$ cat src/rtl/dbg_dr_pkg.sv
`timescale 1ns/1ps
package dbg_dr_pkg;
  localparam int unsigned IR_W = 4;
  typedef logic [IR_W-1:0] ir_t;

  localparam ir_t IR_SCAN_TX    = 4'h3;
  localparam ir_t IR_ABORT_MASK = 4'h5;
  localparam ir_t IR_DBG_RST    = 4'h7;

  typedef enum logic [1:0] {
    SEL_BYP  = 2'd0,
    SEL_TX   = 2'd1,
    SEL_MASK = 2'd2
  } dr_sel_e;
endpackage

$ cat src/rtl/dbg_shift_reg.sv
`timescale 1ns/1ps
// Capture/shift register with a run-time length; tdi enters at bit len-1.
module dbg_shift_reg #(
  parameter int unsigned W  = 8,
  localparam int unsigned LW = $clog2(W + 1)
) (
  input  logic          clk_i,
  input  logic          rst_ni,
  input  logic          clr_i,
  input  logic          cap_i,
  input  logic          shift_i,
  input  logic [W-1:0]  cap_data_i,
  input  logic [LW-1:0] len_i,
  input  logic          tdi_i,
  output logic [W-1:0]  q_o
);
  logic [W-1:0] nxt;

  for (genvar i = 0; i < W; i++) begin : g_bit
    logic upper;
    if (i == W - 1) begin : g_top
      assign upper = 1'b0;
    end else begin : g_mid
      assign upper = q_o[i+1];
    end
    assign nxt[i] = (len_i == LW'(i + 1)) ? tdi_i :
                    (len_i >  LW'(i + 1)) ? upper : 1'b0;
  end

  always_ff @(posedge clk_i or negedge rst_ni) begin
    if (!rst_ni)      q_o <= '0;
    else if (clr_i)   q_o <= '0;
    else if (cap_i)   q_o <= cap_data_i;
    else if (shift_i) q_o <= nxt;
  end
endmodule

$ cat src/rtl/dbg_tx_sem.sv
`timescale 1ns/1ps
// Transmit semaphore; falling-edge update stage.
module dbg_tx_sem #(
  parameter int unsigned LOC_W = 4
) (
  input  logic             clk_i,
  input  logic             rst_ni,
  input  logic             release_i,
  input  logic             post_i,
  input  logic [LOC_W-1:0] loc_wdata_i,
  output logic [LOC_W-1:0] loc_o,
  output logic             irq_o
);
  always_ff @(negedge clk_i or negedge rst_ni) begin
    if (!rst_ni) begin
      loc_o <= '1;
      irq_o <= 1'b0;
    end else if (release_i) begin
      loc_o <= '1;
      irq_o <= 1'b0;
    end else if (post_i) begin
      loc_o <= loc_wdata_i;
      irq_o <= 1'b1;
    end
  end
endmodule

$ cat src/rtl/dbg_dr_bank.sv
`timescale 1ns/1ps
module dbg_dr_bank
  import dbg_dr_pkg::*;
#(
  parameter int unsigned DATA_W = 16,
  parameter int unsigned MASK_W = 8,
  parameter int unsigned LOC_W  = 4,
  localparam int unsigned LEN_W   = $clog2(DATA_W + 1),
  localparam int unsigned MASK_LW = $clog2(MASK_W + 1)
) (
  input  logic              tck_i,
  input  logic              rst_ni,
  input  logic              tlr_i,
  input  logic              capture_dr_i,
  input  logic              shift_dr_i,
  input  logic              update_dr_i,
  input  logic [IR_W-1:0]   ir_i,
  input  logic              tdi_i,
  output logic              tdo_o,
  input  logic [DATA_W-1:0] tx_buf_i,
  input  logic [LEN_W-1:0]  msg_len_i,
  input  logic              tx_post_i,
  input  logic [LOC_W-1:0]  tx_loc_wdata_i,
  output logic [LOC_W-1:0]  tx_loc_o,
  output logic              tx_irq_o,
  output logic [MASK_W-1:0] abort_mask_o,
  output logic              dbg_rst_o
);
  dr_sel_e           sel;
  logic [LEN_W-1:0]  tx_len;
  logic [DATA_W-1:0] tx_q;
  logic [MASK_W-1:0] mask_sr_q;
  logic [0:0]        byp_q;
  logic              unused_tx_hi;

  always_comb begin
    case (ir_i)
      IR_SCAN_TX:    sel = SEL_TX;
      IR_ABORT_MASK: sel = SEL_MASK;
      default:       sel = SEL_BYP;
    endcase
  end

  // Out-of-range length falls back to the full register.
  assign tx_len = (msg_len_i == '0 || msg_len_i > LEN_W'(DATA_W)) ?
                  LEN_W'(DATA_W) : msg_len_i;

  dbg_shift_reg #(.W(DATA_W)) u_tx_sr (
    .clk_i      (tck_i),
    .rst_ni     (rst_ni),
    .clr_i      (1'b0),
    .cap_i      (capture_dr_i && sel == SEL_TX),
    .shift_i    (shift_dr_i && sel == SEL_TX),
    .cap_data_i (tx_buf_i),
    .len_i      (tx_len),
    .tdi_i      (tdi_i),
    .q_o        (tx_q)
  );

  dbg_shift_reg #(.W(MASK_W)) u_mask_sr (
    .clk_i      (tck_i),
    .rst_ni     (rst_ni),
    .clr_i      (1'b0),
    .cap_i      (capture_dr_i && sel == SEL_MASK),
    .shift_i    (shift_dr_i && sel == SEL_MASK),
    .cap_data_i (abort_mask_o),
    .len_i      (MASK_LW'(MASK_W)),
    .tdi_i      (tdi_i),
    .q_o        (mask_sr_q)
  );

  dbg_shift_reg #(.W(1)) u_byp_sr (
    .clk_i      (tck_i),
    .rst_ni     (rst_ni),
    .clr_i      (tlr_i),
    .cap_i      (capture_dr_i && sel == SEL_BYP),
    .shift_i    (shift_dr_i && sel == SEL_BYP),
    .cap_data_i (1'b0),
    .len_i      (1'b1),
    .tdi_i      (tdi_i),
    .q_o        (byp_q)
  );

  assign unused_tx_hi = ^tx_q[DATA_W-1:1];

  dbg_tx_sem #(.LOC_W(LOC_W)) u_tx_sem (
    .clk_i       (tck_i),
    .rst_ni      (rst_ni),
    .release_i   (update_dr_i && ir_i == IR_SCAN_TX),
    .post_i      (tx_post_i),
    .loc_wdata_i (tx_loc_wdata_i),
    .loc_o       (tx_loc_o),
    .irq_o       (tx_irq_o)
  );

  // Falling-edge stage: TDO and parallel outputs.
  always_ff @(negedge tck_i or negedge rst_ni) begin
    if (!rst_ni) begin
      tdo_o        <= 1'b0;
      abort_mask_o <= '0;
      dbg_rst_o    <= 1'b0;
    end else begin
      case (sel)
        SEL_TX:   tdo_o <= tx_q[0];
        SEL_MASK: tdo_o <= mask_sr_q[0];
        default:  tdo_o <= byp_q[0];
      endcase
      if (tlr_i)
        abort_mask_o <= '0;
      else if (update_dr_i && ir_i == IR_ABORT_MASK)
        abort_mask_o <= mask_sr_q;
      dbg_rst_o <= !tlr_i && update_dr_i && ir_i == IR_DBG_RST;
    end
  end
endmodule

$ cat config.mk
export PLATFORM = sky130hd
export DESIGN_NAME = dbg_dr_bank
export DESIGN_NICKNAME = d
export VERILOG_FILES = /design/src/rtl/dbg_dr_pkg.sv /design/src/rtl/dbg_shift_reg.sv /design/src/rtl/dbg_tx_sem.sv /design/src/rtl/dbg_dr_bank.sv
export SDC_FILE = /design/constraint.sdc
export NUM_CORES = 1
export LEC_CHECK = 0
export BUFFER_PORTS_ARGS = -buffer_cell sky130_fd_sc_hd__buf_4
export CORE_MARGIN = 2
export CORE_UTILIZATION = 30
export CTS_CLUSTER_SIZE = 8
export DETAILED_ROUTE_END_ITERATION = 8
export SYNTH_ARGS = -nofsm -noshare
export SYNTH_HDL_FRONTEND = slang
export SYNTH_SLANG_ARGS = --single-unit
$ cat constraint.sdc
create_clock -name tck_i -period 2.4 [get_ports tck_i]
set_clock_uncertainty 0.1 [all_clocks]
set_input_delay 0.48 -clock tck_i [delete_from_list [all_inputs] [get_ports tck_i]]
set_output_delay 0.48 -clock tck_i [all_outputs]
set_load 0.03 [all_outputs]
==> run_results.csv, run 1 <==
group,metric,value,unit
outcome,outcome,"finished with violations",
outcome,violations,"setup timing",
synth,post-synth-top-count-cell,"dfrtp_1",
synth,synthXorXnorAreaFrac,0,
setup_path,slowest_stage,"dfstp_2",
floorplanning,pin_count,52,
global_routing,grt-ovfl-total,0,
final_layout,n_antenna_cell,0,
synth,yosysTopAreaCell,"dfrtp_1",
global_routing,grt_pass1_wl,10760,um
setup_path,crit_family,"flip-flops",
clock_tree,path_clk_slew,0.08,ns
pwr,p_int,1.189,mW
sta,worstMarginPinSlew,0.6715,ns
setup_path,arrival,2.20,ns
sta,fin_ws,-0.3838,ns
synth,synth_area_per_cell,9.545,um2
job,maxCapViolations,0,
clock_tree,cts-root-buf,"clkbuf_8",
pwr,ir_worst_vdd,0.0003070,V
synth,ys_top_cells_by_count,"dfrtp_1 (25), nand2_1 (22), o21ai_0 (21)",
route,firstDrtPassIters,4,
place,place.gp.congestion,0.8201,
route,viasPerCell,5.007,
final_layout,layout-drive-gt1-share,0.3754,
synth,synth_area,2262,um2
route,drtIter0Drc,85,
floorplanning,dieWidth,90.84,um
clock_tree,cts_hold_buf,0,
synth,yosysTopAreaCellShare,0.2765,
setup_path,worstPathRequired,1.82,ns
synth,ys_warn_count,0,
floorplanning,die_area,8251,um2
sta,final_hold_viol_count,0,
synth,ys_top_cells_by_area,"dfrtp_1 (28%), dfrtn_1 (12%), dfstp_2 (4.6%)",
place,port_buffers,51,
synth,synth_simple_gate_area_frac,0.1798,
global_routing,grt_pass1_vias,2224,
clock_tree,cts_buffers,5,
final_layout,finalInstanceArea,3191,um2
floorplanning,start_util,0.3102,
floorplanning,fp-row-count,31,
global_routing,antenna_found_initial,0,
floorplanning,core-area,7292,um2
synth,synth_edf_count,0,
global_routing,grt_max_degree,26,
clock_tree,tritoncts,"done",
final_layout,syn_to_final_growth,41.04,%
worst_hold_path,min_path_type,"input port to asynchronous set/reset pin",
synth,ys_ff_latch,40,
route,wl_per_cell,14.81,um
synth,synth-compound-area-share,0.2710,
setup_path,r2r_slack,0.15,ns
route,route.antenna.remaining_nets,0,
setup_path,startpoint_type,"flop",
setup_path,path_max_fanout,2,
clock_tree,htreeDepth,2,
pwr,p_comb_frac,0.229,
pwr,power,1.724,mW
sta,finalSetupTns,-4.611,ns
synth,synth_nets,278,
synth,async_flop_share,1.000,
pwr,swShare,0.3100,
setup_path,crit_path_end_kind,"primary output",
final_layout,utilization,0.4375,
route,routed_wl,6280,um
sta,rsz0062_at_grt,"yes",
floorplanning,die_h,90.84,um
synth,synth_ff_type,"dfrtp_1",
sta,setup_viol,24,
clock_tree,clock-sinks,40,
setup_path,crit_buf_inv,1,
clock_tree,clock_path_buffers,2,
final_layout,fill_cells,751,
clock_tree,clock_latency,0.30,ns
sta,drv_slew,0,
setup_path,cp_cell_sequence,"buf_6",
pwr,p_leak,1.449,nW
pwr,share_seq_of_total_power,0.491,
pwr,clkPwrFrac,0.280,
synth,seq_area_frac_synth,0.4447,
place,place_area,2945,um2
route,drc,0,
synth,synthCells,237,
setup_path,cpPeakStageDelay,0.53,ns
final_layout,fin_nets,365,
place,dp_hpwl,4621,um
setup_path,crit_type,"flop to primary output",
sta,slew_headroom,0.5523,
route,vias,2123,
pwr,p_per_area,540.3,nW/um2
global_routing,grt.total_usage,0.1610,
synth,synth_fa_ha_area_frac,0.02212,
synth,muxShareOfSynthArea,0.02710,
synth,ys_types,50,
pwr,power_switching,0.5344,mW
synth,synth_top_family_by_area,"compound AO/OA/AOI/OAI gates",
## kinds of logic (layout without fill, tap and decap cells)
group,after synthesis,after routing
muxes,6,6
buffers and inverters,23,111
AOI/OAI and AO/OA,94,94
adders and majority gates,4,4
and+or+nand+nor,70,70
DFF,40,40
## registers in the layout, summed over array words and instances, names as in the netlist
register and count:
abort_mask_o 8, dbg_rst_o 1, tdo_o 1, u_byp_sr.q_o 1, u_mask_sr.q_o 8, u_tx_sem.irq_o 1
u_tx_sem.loc_o 4, u_tx_sr.q_o 16
## through the flow
stage                     hold slack, ns  setup slack, ns  cells
after floorplan                  0.08441          -0.4877    237
after global placement            0.3422          -0.5028    405
after detailed placement          0.3305          -0.5624    405
after CTS                         0.2742          -0.3861    423
after global routing              0.3274          -0.4167    424
final                             0.2567          -0.3838    424
## cell type report
type                    instances  area [um2]  share of cell area
multi-input cells             174        1179              0.3694
flip-flops and latches         40        1006              0.3153
repair buffers                 91       747.0              0.2341
well taps                      99       123.9             0.03882
clock buffers                   5       68.82             0.02157
clock inverters                 7       36.28             0.01137
inverters                       8       30.03            0.009412
## power groups by stage
| stage | combinational [mW] | sequential, mW | clock (mW) |
|---|---|---|---|
| 3_5_place_dp | 0.383 | 0.853 | 0.0130 |
| 3_3_place_gp | 0.375 | 0.854 | 0.0130 |
| 6_report | 0.395 | 0.847 | 0.482 |
| 5_1_grt | 0.447 | 0.859 | 0.526 |
| 4_1_cts | 0.397 | 0.846 | 0.495 |
| 2_1_floorplan | 0.216 | 0.855 | 0.0130 |
## repair_timing
action / CTS / global route
endpoints found under the setup margin: 25 / 25
cloned: 0 / 0
buffers inserted: 8 / 1
pin swaps: 2 / 2
resized for setup: 19 / 3
## cell usage in the layout, fill, tap and decap left out, types with 2 or more instances in the layout
| cell type | Yosys | final |
|---|---|---|
| inv_2 | 0 | 2 |
| nor2_1 | 7 | 6 |
| ha_1 | 4 | 3 |
| a21oi_4 | 1 | 2 |
| nor3_1 | 3 | 2 |
| dfrtp_1 | 25 | 25 |
| nand3_1 | 7 | 7 |
| a22o_1 | 8 | 8 |
| or3_1 | 12 | 12 |
| nand3b_1 | 4 | 4 |
| o21ai_1 | 5 | 5 |
| a21oi_1 | 16 | 16 |
| nand2b_1 | 2 | 2 |
| buf_6 | 3 | 17 |
| nand2_1 | 22 | 21 |
| o21ai_0 | 21 | 21 |
| clkbuf_8 | 0 | 5 |
| inv_1 | 9 | 10 |
| o21a_1 | 2 | 2 |
| a221oi_1 | 3 | 2 |
| a31oi_1 | 10 | 10 |
| mux2i_1 | 5 | 5 |
| buf_4 | 2 | 74 |
| o22ai_1 | 16 | 16 |
| dfstp_2 | 4 | 4 |
| and2b_1 | 2 | 2 |
| dfrtn_1 | 11 | 11 |
| nand2b_4 | 2 | 2 |
## layer usage
layer,GRT usage,routed length (um)
met1,0.2206,2957
met2,0.2624,3020
met3,0.02755,230
met4,0.04545,71
met5,0,0
## final timing paths
check,cells after the start,to,from
max in group asynchronous,1,u_tx_sem.loc_o[3],rst_ni
setup reg to reg,2,tdo_o,u_tx_sr.q_o[0]
hold / removal,2,u_mask_sr.q_o[2],rst_ni
setup / recovery,1,tx_loc_o[1],u_tx_sem.loc_o[1]
hold reg to reg,1,u_tx_sem.irq_o,u_tx_sem.irq_o
min in group tck_i,1,u_tx_sem.irq_o,u_tx_sem.irq_o
No activity file was read; power rests on OpenSTA's default activity.
==> inputs of run 2 (changes only) <==
- SETUP_SLACK_MARGIN: not set -> 0.5
==> run 2 against run 1 <==
  * Utilization grew 8.3 points
  * Largest cell class unchanged
  * Via count grew 9.5%
  * Non-clock buffer count grew 18
  * Flip-flop and latch count is the same
  * The run still ends with setup timing left
  * Sequential power grew 0.7%
  * Combinational power grew 30%
  * Sequential share of layout area shrank 5.0 points
==> run_results.csv, run 2 (synthesized netlist as in run 1, its figures left out) <==
group,metric,value,unit
outcome,outcome,"finished with violations",
outcome,violations,"setup timing",
sta,worstMarginPinSlew,0.7531,ns
route,firstDrtPassIters,4,
place,place.gp.congestion,0.8228,
clock_tree,path_clk_slew,0.08,ns
final_layout,layout_commonest_cell,"buf_4",
global_routing,grt_pass1_vias,2324,
global_routing,grt-ovfl-total,0,
pwr,p_per_area,502.1,nW/um2
global_routing,grt_max_degree,24,
place,place_area,3079,um2
clock_tree,cts_buffers,5,
setup_path,arrival,2.21,ns
floorplanning,core-area,7292,um2
global_routing,antenna_found_initial,0,
place,dpl.cell_count,410,
final_layout,layout-drive-gt1-share,0.5364,
clock_tree,htreeDepth,2,
route,wl_per_cell,15.85,um
final_layout,syn_to_final_growth,67.70,%
clock_tree,cts-root-buf,"clkbuf_8",
clock_tree,clock_path_buffers,2,
pwr,ir_worst_vdd,0.0002377,V
route,drtIter0Drc,132,
setup_path,startpoint_type,"flop",
setup_path,worstPathRequired,1.82,ns
clock_tree,clock-sinks,40,
sta,fin_ws,-0.3941,ns
final_layout,largest_reg_flops,16,
route,viasPerCell,5.260,
place,pre_cts_ws,-0.5451,ns
route,drc,0,
sta,setup_viol,24,
floorplanning,pin_count,52,
route,routed_wl,7006,um
final_layout,fin_nets,383,
global_routing,grt_pass1_wl,11500,um
final_layout,reg_top3,"u_tx_sr.q_o x16, abort_mask_o x8, u_mask_sr.q_o x8",
pwr,power,1.905,mW
worst_hold_path,min_path_type,"input port to asynchronous set/reset pin",
setup_path,crit_path_end_kind,"primary output",
setup_path,crit_buf_inv,1,
sta,slew_headroom,0.4974,
floorplanning,start_util,0.3102,
route,vias,2325,
final_layout,fin_cells,442,
final_layout,largest-register,"u_tx_sr.q_o",
floorplanning,dieWidth,90.84,um
global_routing,grt.total_usage,0.1714,
clock_tree,clock_latency,0.29,ns
final_layout,fill_cells,670,
sta,finalSetupTns,-4.585,ns
place,dp_hpwl,4752,um
floorplanning,die_area,8251,um2
sta,rsz0062_at_grt,"yes",
sta,drv_slew,0,
final_layout,finalInstanceArea,3794,um2
setup_path,path_max_fanout,2,
place,port_buffers,51,
floorplanning,fp-row-count,31,
final_layout,final_cell_mix,"buf_4 (59), buf_6 (46), dfrtp_1 (25), o21ai_0 (17), nand2_1 (14)",
final_layout,utilization,0.5202,
clock_tree,tritoncts,"done",
setup_path,crit_type,"flop to primary output",
sta,final_hold_viol_count,0,
setup_path,cp_cell_sequence,"buf_6",
job,maxCapViolations,0,
setup_path,cpPeakStageDelay,0.53,ns
final_layout,n_antenna_cell,0,
setup_path,slowest_stage,"dfstp_2",
sta,hold-worst-slack,0.1947,ns
floorplanning,die_h,90.84,um
setup_path,crit_family,"flip-flops",
pwr,p_leak,1.653,nW
route,route.antenna.remaining_nets,0,
==> run 2: report_power, final <==
part           internal [mW]  switching [mW]
logic                  0.266           0.245
clock network          0.279           0.260
registers              0.778          0.0750
total                   1.32           0.581
==> run 2: final timing paths <==
kind | slack, ns | depth (start not counted) | start | end
min | 0.19 | 2 | rst_ni | u_tx_sr.q_o[6]
max in group asynchronous | 0.85 | 1 | rst_ni | u_tx_sem.loc_o[0]
min in group tck_i | 0.37 | 3 | tlr_i | u_byp_sr.q_o
max | -0.39 | 1 | u_tx_sem.loc_o[2] | tx_loc_o[2]
max reg2reg | 0.11 | 5 | abort_mask_o[1] | u_mask_sr.q_o[1]
min reg2reg | 0.40 | 2 | u_tx_sr.q_o[6] | u_tx_sr.q_o[6]
==> run 2: per-layer routing <==
layer,track usage,vias to the layer above,part of all wire
li1,-,1119,-
met4,0.04040,0,0.0067
met3,0.02755,4,0.054
met5,0,-,0
met1,0.2398,1132,0.42
met2,0.2792,70,0.52
==> run 2: repair_timing <==
action                                  in CTS  in global routing
endpoints found under the setup margin      54                 54
cloned                                       0                  0
resized for setup                           73                 29
setup buffers                               11                  9
endpoints found under the hold margin        4                  0
pin swaps                                   33                 15
hold buffers                                 1                  0
==> run 2: area by class of cell <==
class | count | area [um2] | share of cell area
repair buffers | 109 | 1021 | 0.2691
flip-flops and latches | 40 | 1006 | 0.2652
clock inverters | 5 | 23.77 | 0.006266
inverters | 8 | 30.03 | 0.007916
multi-input cells | 174 | 1491 | 0.3931
well taps | 99 | 123.9 | 0.03265
clock buffers | 7 | 97.59 | 0.02573
==> run 2: worst reg2reg max path: stages (launching register included) <==
cell and delay, ns:
dfrtn_1 0.37, buf_6 0.13, buf_6 0.10, buf_6 0.10
o22ai_2 0.08, a21oi_1 0.06
